[config.mk]
export PLATFORM = sky130hd
export DESIGN_NAME = cpfsk_tx_mod
export DESIGN_NICKNAME = d
export VERILOG_FILES = /design/src/rtl/cpfsk_pkg.sv /design/src/rtl/cpfsk_bit_reg.sv /design/src/rtl/cpfsk_phase_acc.sv /design/src/rtl/cpfsk_amp_decode.sv /design/src/rtl/cpfsk_tx_mod.sv
export SDC_FILE = /design/constraint.sdc
export NUM_CORES = 1
export LEC_CHECK = 0
export BUFFER_PORTS_ARGS = -buffer_cell sky130_fd_sc_hd__buf_2
export CORE_MARGIN = 2
export CORE_UTILIZATION = 43
export CTS_CLUSTER_SIZE = 20
export DETAILED_ROUTE_END_ITERATION = 12
export GPL_TIMING_DRIVEN = 0
export PLACE_DENSITY = 0.67
export SYNTH_ARGS = -nofsm -noshare
export SYNTH_HDL_FRONTEND = slang
export SYNTH_SLANG_ARGS = --single-unit
[constraint.sdc]
create_clock -name clk -period 2.29 [get_ports clk]
set_input_delay 0.687 -clock clk [delete_from_list [all_inputs] [get_ports clk]]
set_output_delay 0.687 -clock clk [all_outputs]
set_load 0.01 [all_outputs]
[src/rtl/cpfsk_pkg.sv]
package cpfsk_pkg;
    localparam int PHASE_W    = 12;
    localparam int CENTER_INC = 256;
    localparam int DEV_INC    = 13;
    localparam int CODE_W     = 3;
    localparam int NUM_LEVELS = 6;

    typedef enum logic [CODE_W-1:0] {
        LVL_MIN  = 3'd0,
        LVL_LOW  = 3'd1,
        LVL_MID  = 3'd2,
        LVL_HIGH = 3'd3,
        LVL_XHI  = 3'd4,
        LVL_MAX  = 3'd5,
        LVL_RSV0 = 3'd6,
        LVL_RSV1 = 3'd7
    } pwr_level_e;

    typedef struct packed {
        logic [NUM_LEVELS-1:0] sel;
        logic                  err;
    } amp_ctrl_t;

    function automatic logic code_reserved(input logic [CODE_W-1:0] code);
        return code >= CODE_W'(NUM_LEVELS);
    endfunction

    function automatic logic [PHASE_W-1:0] tone_step(input logic mark,
                                                     input int center,
                                                     input int dev);
        return mark ? PHASE_W'(center + dev) : PHASE_W'(center - dev);
    endfunction
endpackage

[src/rtl/cpfsk_bit_reg.sv]
module cpfsk_bit_reg (
    input  logic clk,
    input  logic rst,
    input  logic d_in,
    output logic d_q
);
    always_ff @(posedge clk) begin
        if (rst) d_q <= 1'b0;
        else     d_q <= d_in;
    end
endmodule

[src/rtl/cpfsk_phase_acc.sv]
module cpfsk_phase_acc #(
    parameter int WIDTH = 12
) (
    input  logic             clk,
    input  logic             rst,
    input  logic             run,
    input  logic [WIDTH-1:0] step,
    output logic [WIDTH-1:0] phase
);
    always_ff @(posedge clk) begin
        if (rst || !run) phase <= '0;
        else             phase <= phase + step;
    end
endmodule

[src/rtl/cpfsk_amp_decode.sv]
module cpfsk_amp_decode
    import cpfsk_pkg::*;
(
    input  logic              clk,
    input  logic              rst,
    input  logic              enable,
    input  logic [CODE_W-1:0] code,
    output amp_ctrl_t         ctrl
);
    amp_ctrl_t nxt;

    always_comb begin
        nxt.err = code_reserved(code);
    end

    for (genvar k = 0; k < NUM_LEVELS; k++) begin : g_lvl
        always_comb nxt.sel[k] = enable && (code == CODE_W'(k));
    end

    always_ff @(posedge clk) begin
        if (rst) ctrl <= '0;
        else     ctrl <= nxt;
    end
endmodule

[src/rtl/cpfsk_tx_mod.sv]
module cpfsk_tx_mod
    import cpfsk_pkg::*;
#(
    parameter int ACC_W  = PHASE_W,
    parameter int CENTER = CENTER_INC,
    parameter int DEV    = DEV_INC
) (
    input  logic                  clk,
    input  logic                  rst,
    input  logic                  tx_en,
    input  logic                  tx_bit,
    input  logic [CODE_W-1:0]     pwr_code,
    output logic                  carrier_out,
    output logic [NUM_LEVELS-1:0] amp_sel,
    output logic                  pwr_err
);
    logic             bit_q;
    logic [ACC_W-1:0] step;
    logic [ACC_W-1:0] phase;
    amp_ctrl_t        amp;

    cpfsk_bit_reg u_bit (
        .clk  (clk),
        .rst  (rst),
        .d_in (tx_bit),
        .d_q  (bit_q)
    );

    assign step = bit_q ? ACC_W'(CENTER + DEV) : ACC_W'(CENTER - DEV);

    cpfsk_phase_acc #(.WIDTH(ACC_W)) u_acc (
        .clk   (clk),
        .rst   (rst),
        .run   (tx_en),
        .step  (step),
        .phase (phase)
    );

    cpfsk_amp_decode u_amp (
        .clk    (clk),
        .rst    (rst),
        .enable (tx_en),
        .code   (pwr_code),
        .ctrl   (amp)
    );

    assign carrier_out = tx_en && phase[ACC_W-1];
    assign amp_sel     = amp.sel;
    assign pwr_err     = amp.err;
endmodule

* Word level (Yosys, flattened, before mapping) *
Index checks and enable logic that the tools add are counted.

word-level totals
  input bits = 7
  word-level logic and storage cells = 22
  output and inout port bits = 8
  bits in registers = 20

operators by class
  mux-type cells = 1
  eq/ne operators = 5
  reductions and logical operators = 10
  order comparisons = 1
  $add $sub $neg = 1

operators by type and width
  operator              count
  $add A12 B9 Y12       1
  $mux W9               1
  $logic_and A1 B1 Y1   7
  $eq A3 B2 Y1 const B  2
  $eq A3 B3 Y1 const B  2
  $eq A3 B1 Y1 const B  1
  $ge A3 B3 Y1 const B  1
  $logic_not A3 Y1      1
  $logic_not A1 Y1      1
  $logic_or A1 B1 Y1    1

* Longest topological paths before layout *
Gate-level depths: netlist (run 1).

  depth after elaboration = 2
  depth in mapped cells = 7
  depth with buffers taken out = 7

* Hierarchy *
From an unflattened synthesis (run 1), not the netlist that was laid out.

unflattened totals
  cell total of the unflattened synthesis = 110
  area, all modules = 1,047.3 µm²

modules (own cells, without submodules)
  module            area each (µm²)  cells an instance  times used  sequential area each (µm²)
  cpfsk_phase_acc   788.3            84                 1           240.2
  cpfsk_amp_decode  207.7            20                 1           140.1
  cpfsk_bit_reg     33.8             2                  1           20.0
  cpfsk_tx_mod      17.5             4                  1           0.0

* Least setup slack after synthesis (run 1) *
No wires, ideal clock.

  path kind = reg-to-reg
  from = register u_bit.d_q
  to = register u_acc.phase[6]
  period minus slack after synthesis = 1,796 ps
  setup time = 130 ps
  slack = 494 ps
  arrival time = 1,666 ps
  stages on the path, launching flop included = 8
  buffers on the path = 0
  data required time = 2,160 ps
  cells stage by stage = dfxtp_1 inv_1 fa_1 a211oi_2 o21bai_2 a21oi_1 xor2_1 nor2_1

between the ends
  longest elaborated chain between the ends = 2

ends and longest elaborated chain
  what                    line                   text
  from (decl)             cpfsk_bit_reg.sv:5     output logic d_q
  from (signal assigned)  cpfsk_bit_reg.sv:9     else d_q <= d_in;
  $mux W9                 cpfsk_tx_mod.sv:29     assign step = bit_q ? ACC_W'(CENTER + DEV) : ACC_W'(CENTER - DEV);
  $add A12 B9 Y12         cpfsk_phase_acc.sv:12  else phase <= phase + step;
  to (signal assigned)    cpfsk_phase_acc.sv:12
  to (decl)               cpfsk_phase_acc.sv:8   output logic [WIDTH-1:0] phase

Every way passes these cells.
A chain may end at the register's enable or synchronous reset.

* Worst setup path after layout (run 1) *
  from = register u_bit.d_q
  to = register u_acc.phase[8]

Same word-level chain as after synthesis.

==> results of run 1 <==
==> final cells by class <==
type	instances	area, um^2
fill	204	1050
multi-input combinational	74	571
clock buffer	3	22.5
sequential	20	400
tap	28	35.0
clock inverter	1	30.0
buffer	1	3.75
inverter	3	11.3
timing repair buffer	14	70.1
==> layout by cell type (no fill, tap or decap), types with 2 or more instances in the layout <==
master    synthesis  final
dfxtp_1          20     20
buf_2             0     14
nor2_1            9      9
ha_1              8      8
nand2_1           6      6
a21oi_1           4      4
xor2_1            4      4
and2_1            3      3
o21ai_0           3      3
inv_1             3      3
clkbuf_4          0      3
nand2b_1          2      2
a21o_2            2      2
a21o_1            2      2
xnor2_1           2      2
nor2b_1           2      2
a21oi_2           2      2
nor4b_1           2      2
nor3_1            2      2
==> metrics by stage <==
step                util [%]  setup slack [ps]  area (um^2)
floorplan                  -               494          986
global placement        49.8               254         1090
detailed placement      49.8               279         1090
CTS                     52.2               264         1140
global route            52.2              48.1         1140
finish                  52.2               271         1140
==> registers in the layout, indices dropped and copies added (netlist names) <==
signal       flops
u_bit.d_q        1
u_acc.phase     12
u_amp.ctrl       7
==> path summary, 6_finish.rpt <==
kind / start / endpoint / slack [ps] / cells past startpoint
max: u_bit.d_q$_SDFF_PP0_ / u_acc.phase[8]$_SDFF_PP0_ / 270 / 7
min: u_acc.phase[0]$_SDFF_PP0_ / u_acc.phase[0]$_SDFF_PP0_ / 480 / 1
max reg2reg: u_bit.d_q$_SDFF_PP0_ / u_acc.phase[8]$_SDFF_PP0_ / 270 / 7
min reg2reg: u_acc.phase[0]$_SDFF_PP0_ / u_acc.phase[0]$_SDFF_PP0_ / 480 / 1
==> synthesized netlist by cell type (all sizes together) (3+ instances only) <==
library cell / number
nand2: 6
o21ai: 4
nor3: 3
ha: 8
and2: 3
a21oi: 6
a21o: 4
inv: 3
nor2: 9
xor2: 4
dfxtp: 20
==> critical path: cells and delay by family, from the launching register on <==
kind,cells,cell delay [ps]
AOI/OAI and AO/OA,3,570
xor gates and xnor gates,1,180
adders and majority gates,1,520
buffers and inverters,1,180
DFF,1,420
and+or+nand+nor,1,50
==> logic make-up after synthesis <==
| logic type | Yosys count | share of synthesized area [%] |
|---|---|---|
| AO/OA/AOI/OAI | 23 | 19.0 |
| XOR/XNOR | 6 | 5.33 |
| adder cells (fa/ha/maj) | 9 | 12.2 |
| buffers and inverters | 4 | 1.52 |
| flip-flops | 20 | 40.6 |
| multiplexers | 1 | 1.02 |
| AND/OR/NAND/NOR | 35 | 20.3 |
==> per-layer routing <==
metal  up-vias  share of wire (%)
met1       344                 48
li1        387                  -
met2        10                 48
met4         0                1.4
met5         -                  0
met3         4                2.8
==> power groups by stage <==
stage                     registers, mW  logic, mW  clock network (mW)
final                             0.374      0.163               0.288
after detailed placement          0.383      0.161                   0
after global routing              0.377      0.184               0.308
after CTS                         0.375      0.163               0.293
after floorplan                   0.382      0.126                   0
after global placement            0.382      0.156                   0
==> impl_results.md, run 1 <==
* Status: finished, final reports clean
* LEAKAGE at 0.520 nW
* Port-buffer cells at 14
* WP data arrival at 2210 ps
* Layout cells sized above 1 at between 20% and 30%
* Final TNS setup at 0 ps
* TritonCTS clock tree: done
* Die span in x at 51.9 um
* Synth-to-Final Area Change at 16.0%
* Routed wire length at 1730 um
* CTS H-tree depth at 1
* Fin cells at 144
* Largest net degree at the start of global routing at 13
* Worst path max stage delay at 520 ps
* Met1 Use GR at 19.0%
* Final setup viols at 0
* WS Path Type: flip-flop to flip-flop
* Remaining DRCs at 0
* Share of power burned in registers at a little under half
* Detailed-route via count at 745
* Critical-path maximum fanout at 6
* Net Count, Synth at 114
* Worst Skew at 5.20 ps
* EDFF count, synth at 0
* Register area share after synthesis at 40.6%
* Initial antenna violation count at 0
* Die Y at approximately 52 um
* Ant. Diodes at 0
* Post-CTS setup repair buffer count at 0
* Ports at 15
* Clock share of power at 34.9%
* Cells after DPL at 140
* Max Fclk at slightly below 500 MHz
* Cell count after synthesis at 98
* PD cells at around 700 mW/mm^2
* Ys flop type: dfxtp_1
* Async SR Flop Fraction at 0%
* HP Class: flip-flop to flip-flop
* Clock sinks at 20
* RSZ-0062 raised after global routing: no
* Crit path required time at around 2500 ps
* Crit-path cells: inv_1 > fa_1 > a211oi_2 > o21bai_2 > o22ai_1 > xor2_1 > nor2_1
* Synth top area cells: dfxtp_1 (41%), ha_1 (10%), xor2_1 (3.6%), nor2_1 (3.4%), nand2_1 (2.3%)
* Tot Pwr at 0.825 mW
* Post-CTS Hold Fix Bufs at 0
* CP Capture Type: flip-flop
* Starting density of the core at 45.0%
* Worst hold margin at 476 ps
* Core Region at ~0.0022 mm^2
* Root buffer cell: clkbuf_4
* Mapped Area at 986 um^2
* VDD IR max at 0.000353 V
* Slew Viols, Final at 0
* Grt met2 use at 24.9%
* Post-layout nets at 133
* FF+latch count, synth at 20
* Antenna viol nets, final at 0
* Max transition margin at between 60% and 70%
* Post-synthesis cell type count at 39
* Total CTS buffers at 3
* Vias per cell at around 5.2
* Warnings from Yosys at 0
* Minimum clock period at ~2000 ps
* DP Wirelength at 1360 um
* First-pass GRT wire length at approximately 3100 um
* Switching share of power at 25.5%
* Placer congestion estimate at 0.769
* GRT Max-Usage Layer: met2
* Pre-antenna DRT Iters at 4
* CTS max path bufs at 2
* Pint at between 0.6 and 0.7 mW
* Gr usage total at 15.3%
* Worst-path clk slew at 120 ps
* Residual overflow from global routing at 0
* Post-CTS Resized at 0
* Period utilization at about nine tenths
* Max_cap viols at 0
* Vias in the first global route at 751
* Largest area contributor in the netlist: dfxtp_1
* Avg Inst Size Synth at 10.1 um^2
* Final hold vios at 0
* Avg WL per Cell at roughly 12 um
* CP startpoint kind: flip-flop
* Rows at 17
* Die area at roughly 0.0027 mm^2
* GRT met3 Usage at 3.45%
* Critical path's slowest cell: fa_1
* Worst-Skew Late Latency at 300 ps
* Combinational Power Share at 19.7%
* DR iter-0 viols at 19
* Top cell type's share of synthesized area at 40.6%
* Switch Pwr at 0.211 mW
* Worst slew pin tran at 543 ps
Power figures use the tool's default switching activity.
==> run 2: changes to the inputs <==
--- a/config.mk
+++ b/config.mk
@@ -6,6 +6,7 @@
 export NUM_CORES = 1
 export LEC_CHECK = 0
 export BUFFER_PORTS_ARGS = -buffer_cell sky130_fd_sc_hd__buf_2
+export CORE_ASPECT_RATIO = 1.75
 export CORE_MARGIN = 2
 export CORE_UTILIZATION = 43
 export CTS_CLUSTER_SIZE = 20
==> run 2 against run 1 <==
Final cell count down 2.1%. Clock power down 8.0%. Die area up 0.55%. Clock-buffer cell count up 1. Via count up 1.6%. Highest routed layer unchanged.
==> impl_results.md, run 2 (same netlist as run 1, synthesis figures left out) <==
* Status: finished, final reports clean
* CP startpoint kind: flip-flop
* WS Path Type: flip-flop to flip-flop
* DP Area at 0.00109 mm^2
* CTS max path bufs at 2
* Biggest regs: u_acc.phase (12), u_amp.ctrl (7), u_bit.d_q (1)
* Max reg flops at 12
* Ports at 15
* Period utilization at just over 90%
* Layout cells sized above 1 at 26.7%
* Routed wire length at 1830 um
* CP Capture Type: flip-flop
* Gr usage total at 17.1%
* CTS H-tree depth at 1
* HP Class: flip-flop to flip-flop
* Max Fclk at roughly 470 MHz
* DP Wirelength at roughly 1500 um
* Critical-path maximum fanout at 6
* Pint at 0.590 mW
* DR iter-0 viols at 10
* Synth-to-Final Area Change at 15.9%
* Die area at ~0.0027 mm^2
* Starting density of the core at a little over two fifths
* Die span in x at between 40 and 50 um
* Post-CTS Hold Fix Bufs at 0
* PnR worst setup slack at 167 ps
* Rows at 23
* FF-to-FF Start: u_bit.d_q$_SDFF_PP0_
* Most frequent cells in the layout: dfxtp_1 (20), buf_2 (14), nor2_1 (9)
* Max_cap viols at 0
* Worst hold margin at 477 ps
* Avg WL per Cell at 13.0 um
* Combinational Power Share at 20.2%
* Clock sinks at 20
* RSZ-0062 raised after global routing: no
* Biggest register: u_acc.phase
* Final TNS setup at 0 ps
* Final setup viols at 0
* Pre-antenna DRT Iters at 3
* Cells after DPL at 137
* Fin cells at roughly 140
* Minimum clock period at 2120 ps
* PD cells at 703 mW/mm^2
* WP data arrival at 2250 ps
* Crit-path cells: inv_1 > fa_1 > a211oi_2 > o21bai_2 > a21oi_1 > xor2_1 > nor2_1
* Commonest non-fill, non-tap cell in the layout: dfxtp_1
* Largest net degree at the start of global routing at 12
* Switch Pwr at 0.213 mW
* Critical path's slowest cell: fa_1
* First-pass GRT wire length at 3130 um
* LEAKAGE at around 0.52 nW
* Root buffer cell: clkbuf_8
* TritonCTS clock tree: done
* Ant. Diodes at 0
* Vias in the first global route at around 760
* Initial antenna violation count at 0
* Vias per cell at 5.37
* Final hold vios at 0
* Share of power burned in registers at 46.7%
* Worst Skew at approximately 2.7 ps
* Antenna viol nets, final at 0
* Post-CTS Resized at 0
* Worst path max stage delay at 510 ps
* Worst slack, placed at 183 ps
* Port-buffer cells at 14
* Detailed-route via count at roughly 760
* Die Y at 67.3 um
* Worst-path clk slew at about 70 ps
* Worst slew pin tran at 568 ps
* Core Region at around 0.0022 mm^2
* Clock share of power at between 30% and 40%
* Switching share of power at between 20% and 30%
* Worst-Skew Late Latency at 260 ps
* Max transition margin at slightly above 60%
* Post-CTS setup repair buffer count at 0
* Total CTS buffers at 3
* HP Start: u_acc.phase[0]$_SDFF_PP0_
* CP Launch Point: u_bit.d_q$_SDFF_PP0_
* Fin area at between 0.001 and 0.0015 mm^2
* Slew Viols, Final at 0
* Placer congestion estimate at 0.838
* VDD IR max at ~0.00052 V
* Crit path required time at roughly 2400 ps
* Residual overflow from global routing at 0
* Post-layout nets at 133
* Remaining DRCs at 0
==> run 2: critical path, delay by kind of cell (launching register included) <==
family	cells	cell delay, ps
xor+xnor	1	160
buf+inv	1	190
fa+ha+maj	1	510
flops	1	450
simple gates	1	50
compound gates	3	640
==> run 2: final timing paths <==
| kind | to | slack [ps] | depth (start not counted) |
|---|---|---|---|
| hold reg to reg | u_acc.phase[0]$_SDFF_PP0_ | 480 | 1 |
| setup / recovery | u_acc.phase[6]$_SDFF_PP0_ | 170 | 7 |
| hold / removal | u_acc.phase[0]$_SDFF_PP0_ | 480 | 1 |
| setup reg to reg | u_acc.phase[6]$_SDFF_PP0_ | 170 | 7 |
==> run 2: power by group through the flow <==
| stage | Sequential (mW) | Clock (mW) | Combinational (mW) |
|---|---|---|---|
| after floorplan | 0.382 | 0 | 0.126 |
| after global placement | 0.383 | 0 | 0.159 |
| after detailed placement | 0.383 | 0 | 0.163 |
| after CTS | 0.375 | 0.277 | 0.164 |
| after global routing | 0.377 | 0.291 | 0.182 |
| final | 0.375 | 0.265 | 0.162 |
==> run 2: final cells by class <==
| cell class | instances | area, um^2 |
|---|---|---|
| Buffer | 1 | 3.75 |
| Inverter | 3 | 11.3 |
| Multi-Input combinational cell | 74 | 571 |
| Timing Repair Buffer | 14 | 70.1 |
| Sequential cell | 20 | 400 |
| Clock buffer | 4 | 55.1 |
| Tap cell | 25 | 31.3 |
| Fill cell | 212 | 1100 |
==> run 2: metrics by stage <==
step	power (mW)	utilization, %
final	0.803	50.9
after global routing	0.850	50.9
after CTS	0.816	50.9
after detailed placement	0.546	48.4
after global placement	0.542	48.4
after floorplan	0.508	-
==> run 2: per-layer routing <==
layer / up-vias / track usage (%) / routed length (um)
li1: 387 / - / -
met1: 343 / 18.6 / 735
met2: 20 / 28.4 / 950
met3: 7 / 2.63 / 63
met4: 0 / 11.7 / 77
met5: - / 0 / 0
==> run 3: changes to the inputs <==
--- a/config.mk
+++ b/config.mk
@@ -8,11 +8,11 @@
 export BUFFER_PORTS_ARGS = -buffer_cell sky130_fd_sc_hd__buf_2
 export CORE_ASPECT_RATIO = 1.75
 export CORE_MARGIN = 2
-export CORE_UTILIZATION = 43
+export CORE_UTILIZATION = 35
 export CTS_CLUSTER_SIZE = 20
 export DETAILED_ROUTE_END_ITERATION = 12
 export GPL_TIMING_DRIVEN = 0
-export PLACE_DENSITY = 0.67
+export PLACE_DENSITY = 0.58
 export SYNTH_ARGS = -nofsm -noshare
 export SYNTH_HDL_FRONTEND = slang
 export SYNTH_SLANG_ARGS = --single-unit
==> run 3 against run 2 <==
Hold slack lost 7.8 ps. Power is 5.1% lower. Clock power decreased by 16%. Sequential share of layout area is 0.35 points higher. Combinational power barely moved. Worst setup slack better by 17 ps. Critical path type unchanged. Largest cell class unchanged. Largest power group unchanged.
==> impl_results.md, run 3 (same netlist as run 1, synthesis figures left out) <==
* HP Start: u_acc.phase[0]$_SDFF_PP0_
* Commonest non-fill, non-tap cell in the layout: dfxtp_1
* FF-to-FF Start: u_bit.d_q$_SDFF_PP0_
* CP Capture Type: flip-flop
* Critical path's slowest cell: fa_1
* CP startpoint kind: flip-flop
* CTS H-tree depth at 1
* Worst-path clk slew at 70 ps
* Avg WL per Cell at 14.1 um
* Ant. Diodes at 0
* Gr usage total at 14.5%
* Final setup viols at 0
* First-pass GRT wire length at 3480 um
* Port-buffer cells at 14
* RR Endpoint: u_acc.phase[8]$_SDFF_PP0_
* Sequential Area at 400 um^2
* Starting density of the core at about 37%
* Final TNS setup at 0 ps
* Die Y at 74.2 um
* Reg-to-reg slack, setup at 180 ps
* Max transition margin at 61.8%
* HP Class: flip-flop to flip-flop
* Met1 Use GR at 12.5%
* Pint at roughly 0.55 mW
* CTS max path bufs at 2
* Max reg flops at 12
* Core Region at 0.00269 mm^2
* GRT Max-Usage Layer: met2
* VDD IR max at 0.000444 V
* Status: finished, final reports clean
* Biggest regs: u_acc.phase (12), u_amp.ctrl (7), u_bit.d_q (1)
* Clock sinks at 20
* Residual overflow from global routing at 0
* Final hold vios at 0
* Layout cells sized above 1 at 26.1%
* Post-CTS Resized at 0
* Initial antenna violation count at 0
* WP data arrival at ~2200 ps
* Fill cell count at 268
* Worst path max stage delay at 520 ps
* Worst R2R Path Depth at 7
* Antenna viol nets, final at 0
* Synth-to-Final Area Change at 14.7%
* PD cells at 673 mW/mm^2
* Worst Hold Path Cells at 1
* Combinational Power Share at 21.5%
* Grt met2 use at 29.9%
* Routed wire length at 2000 um
* DR iter-0 viols at 2
* Multi-input logic area at 571 um^2
* Total CTS buffers at 3
* Root buffer cell: clkbuf_8
* Tot Pwr at 0.761 mW
* Biggest register: u_acc.phase
* Most frequent cells in the layout: dfxtp_1 (20), buf_2 (14), nor2_1 (9)
* Post-CTS Hold Fix Bufs at 0
* Ports at 15
* Rows at 25
* Share of power burned in registers at between 40% and 50%
* Post-layout nets at between 100 and 150
* TritonCTS clock tree: done
* WS Path Type: flip-flop to flip-flop
* WHS Endpoint: u_acc.phase[0]$_SDFF_PP0_
* Worst slew pin tran at 573 ps
* Die span in x at 44.1 um
* Slew Viols, Final at 0
* Switching share of power at 27.2%
* CP bufs+invs at 1
* Die area at 0.00327 mm^2
* Vias in the first global route at between 800 and 900
* RSZ-0062 raised after global routing: no
* Minimum clock period at between 2000 and 2500 ps
* Period utilization at 92.0%
* Clock share of power at 29.3%
* Critical-path maximum fanout at 6
* GRT met3 Usage at 2.18%
* Crit-path cells: inv_1 > fa_1 > a211oi_2 > o21bai_2 > o22ai_1 > xor2_1 > nor2_1
* Max_cap viols at 0
* Crit path required time at between 2000 and 2500 ps
* Remaining DRCs at 0
* Placer congestion estimate at 0.751
* Switch Pwr at 0.207 mW
* Largest delay share family, worst path: compound AO/OA/AOI/OAI gates
* Vias per cell at about 5.4
* Post-CTS setup repair buffer count at 0
* LEAKAGE at approximately 0.5 nW
* DP Wirelength at about 1600 um
* Pre-antenna DRT Iters at 2
* Worst Skew at 1.30 ps
* Max Fclk at 475 MHz
* Worst-Skew Late Latency at 250 ps
* Detailed-route via count at about 770
* Largest net degree at the start of global routing at 11
run 3: power by group through the flow:
stage / sequential, mW / combinational, mW / clock (mW)
final: 0.375 / 0.163 / 0.223
after detailed placement: 0.384 / 0.165 / 0
after floorplan: 0.382 / 0.126 / 0
after CTS: 0.376 / 0.166 / 0.233
after global routing: 0.377 / 0.184 / 0.247
after global placement: 0.383 / 0.160 / 0
run 3: worst max path at each step:
| stage | start | endpoint | slack, ps | cells past startpoint |
|---|---|---|---|---|
| 2_1_floorplan | u_bit.d_q$_SDFF_PP0_ | u_acc.phase[6]$_SDFF_PP0_ | 490 | 7 |
| 3_3_place_gp | u_bit.d_q$_SDFF_PP0_ | u_acc.phase[8]$_SDFF_PP0_ | 190 | 7 |
| 3_5_place_dp | u_bit.d_q$_SDFF_PP0_ | u_acc.phase[8]$_SDFF_PP0_ | 150 | 7 |
| 4_1_cts | u_bit.d_q$_SDFF_PP0_ | u_acc.phase[8]$_SDFF_PP0_ | 130 | 7 |
| 5_1_grt | u_bit.d_q$_SDFF_PP0_ | u_acc.phase[8]$_SDFF_PP0_ | 30 | 7 |
| 6_report | u_bit.d_q$_SDFF_PP0_ | u_acc.phase[8]$_SDFF_PP0_ | 180 | 7 |
run 3: through the flow:
step	hold slack, ps	util, %	area [um^2]	cells	setup slack, ps
2_1_floorplan	433	-	986	98	494
3_3_place_gp	446	40.5	1090	139	190
3_5_place_dp	459	40.5	1090	139	146
4_1_cts	475	42.0	1130	142	128
5_1_grt	488	42.0	1130	142	29.8
6_report	469	42.0	1130	142	184
run 3: layout make-up:
class	instances	area share, %
multi-input combinational	74	50.4
sequential	20	35.4
timing repair buffer	14	6.19
clock buffer	3	3.65
tap	27	2.99
inverter	3	0.996
buffer	1	0.332
run 3: worst reg2reg max path, stage by stage (launching register included):
cell	delay, ps
dfxtp_1	430
inv_1	190
fa_1	520
a211oi_2	270
o21bai_2	140
o22ai_1	200
xor2_1	180
nor2_1	50
run 3: layer usage:
| layer | vias up | share of wire [%] |
|---|---|---|
| li1 | 382 | - |
| met1 | 366 | 34 |
| met2 | 15 | 61 |
| met3 | 4 | 2.6 |
| met4 | 0 | 1.5 |
| met5 | - | 0 |
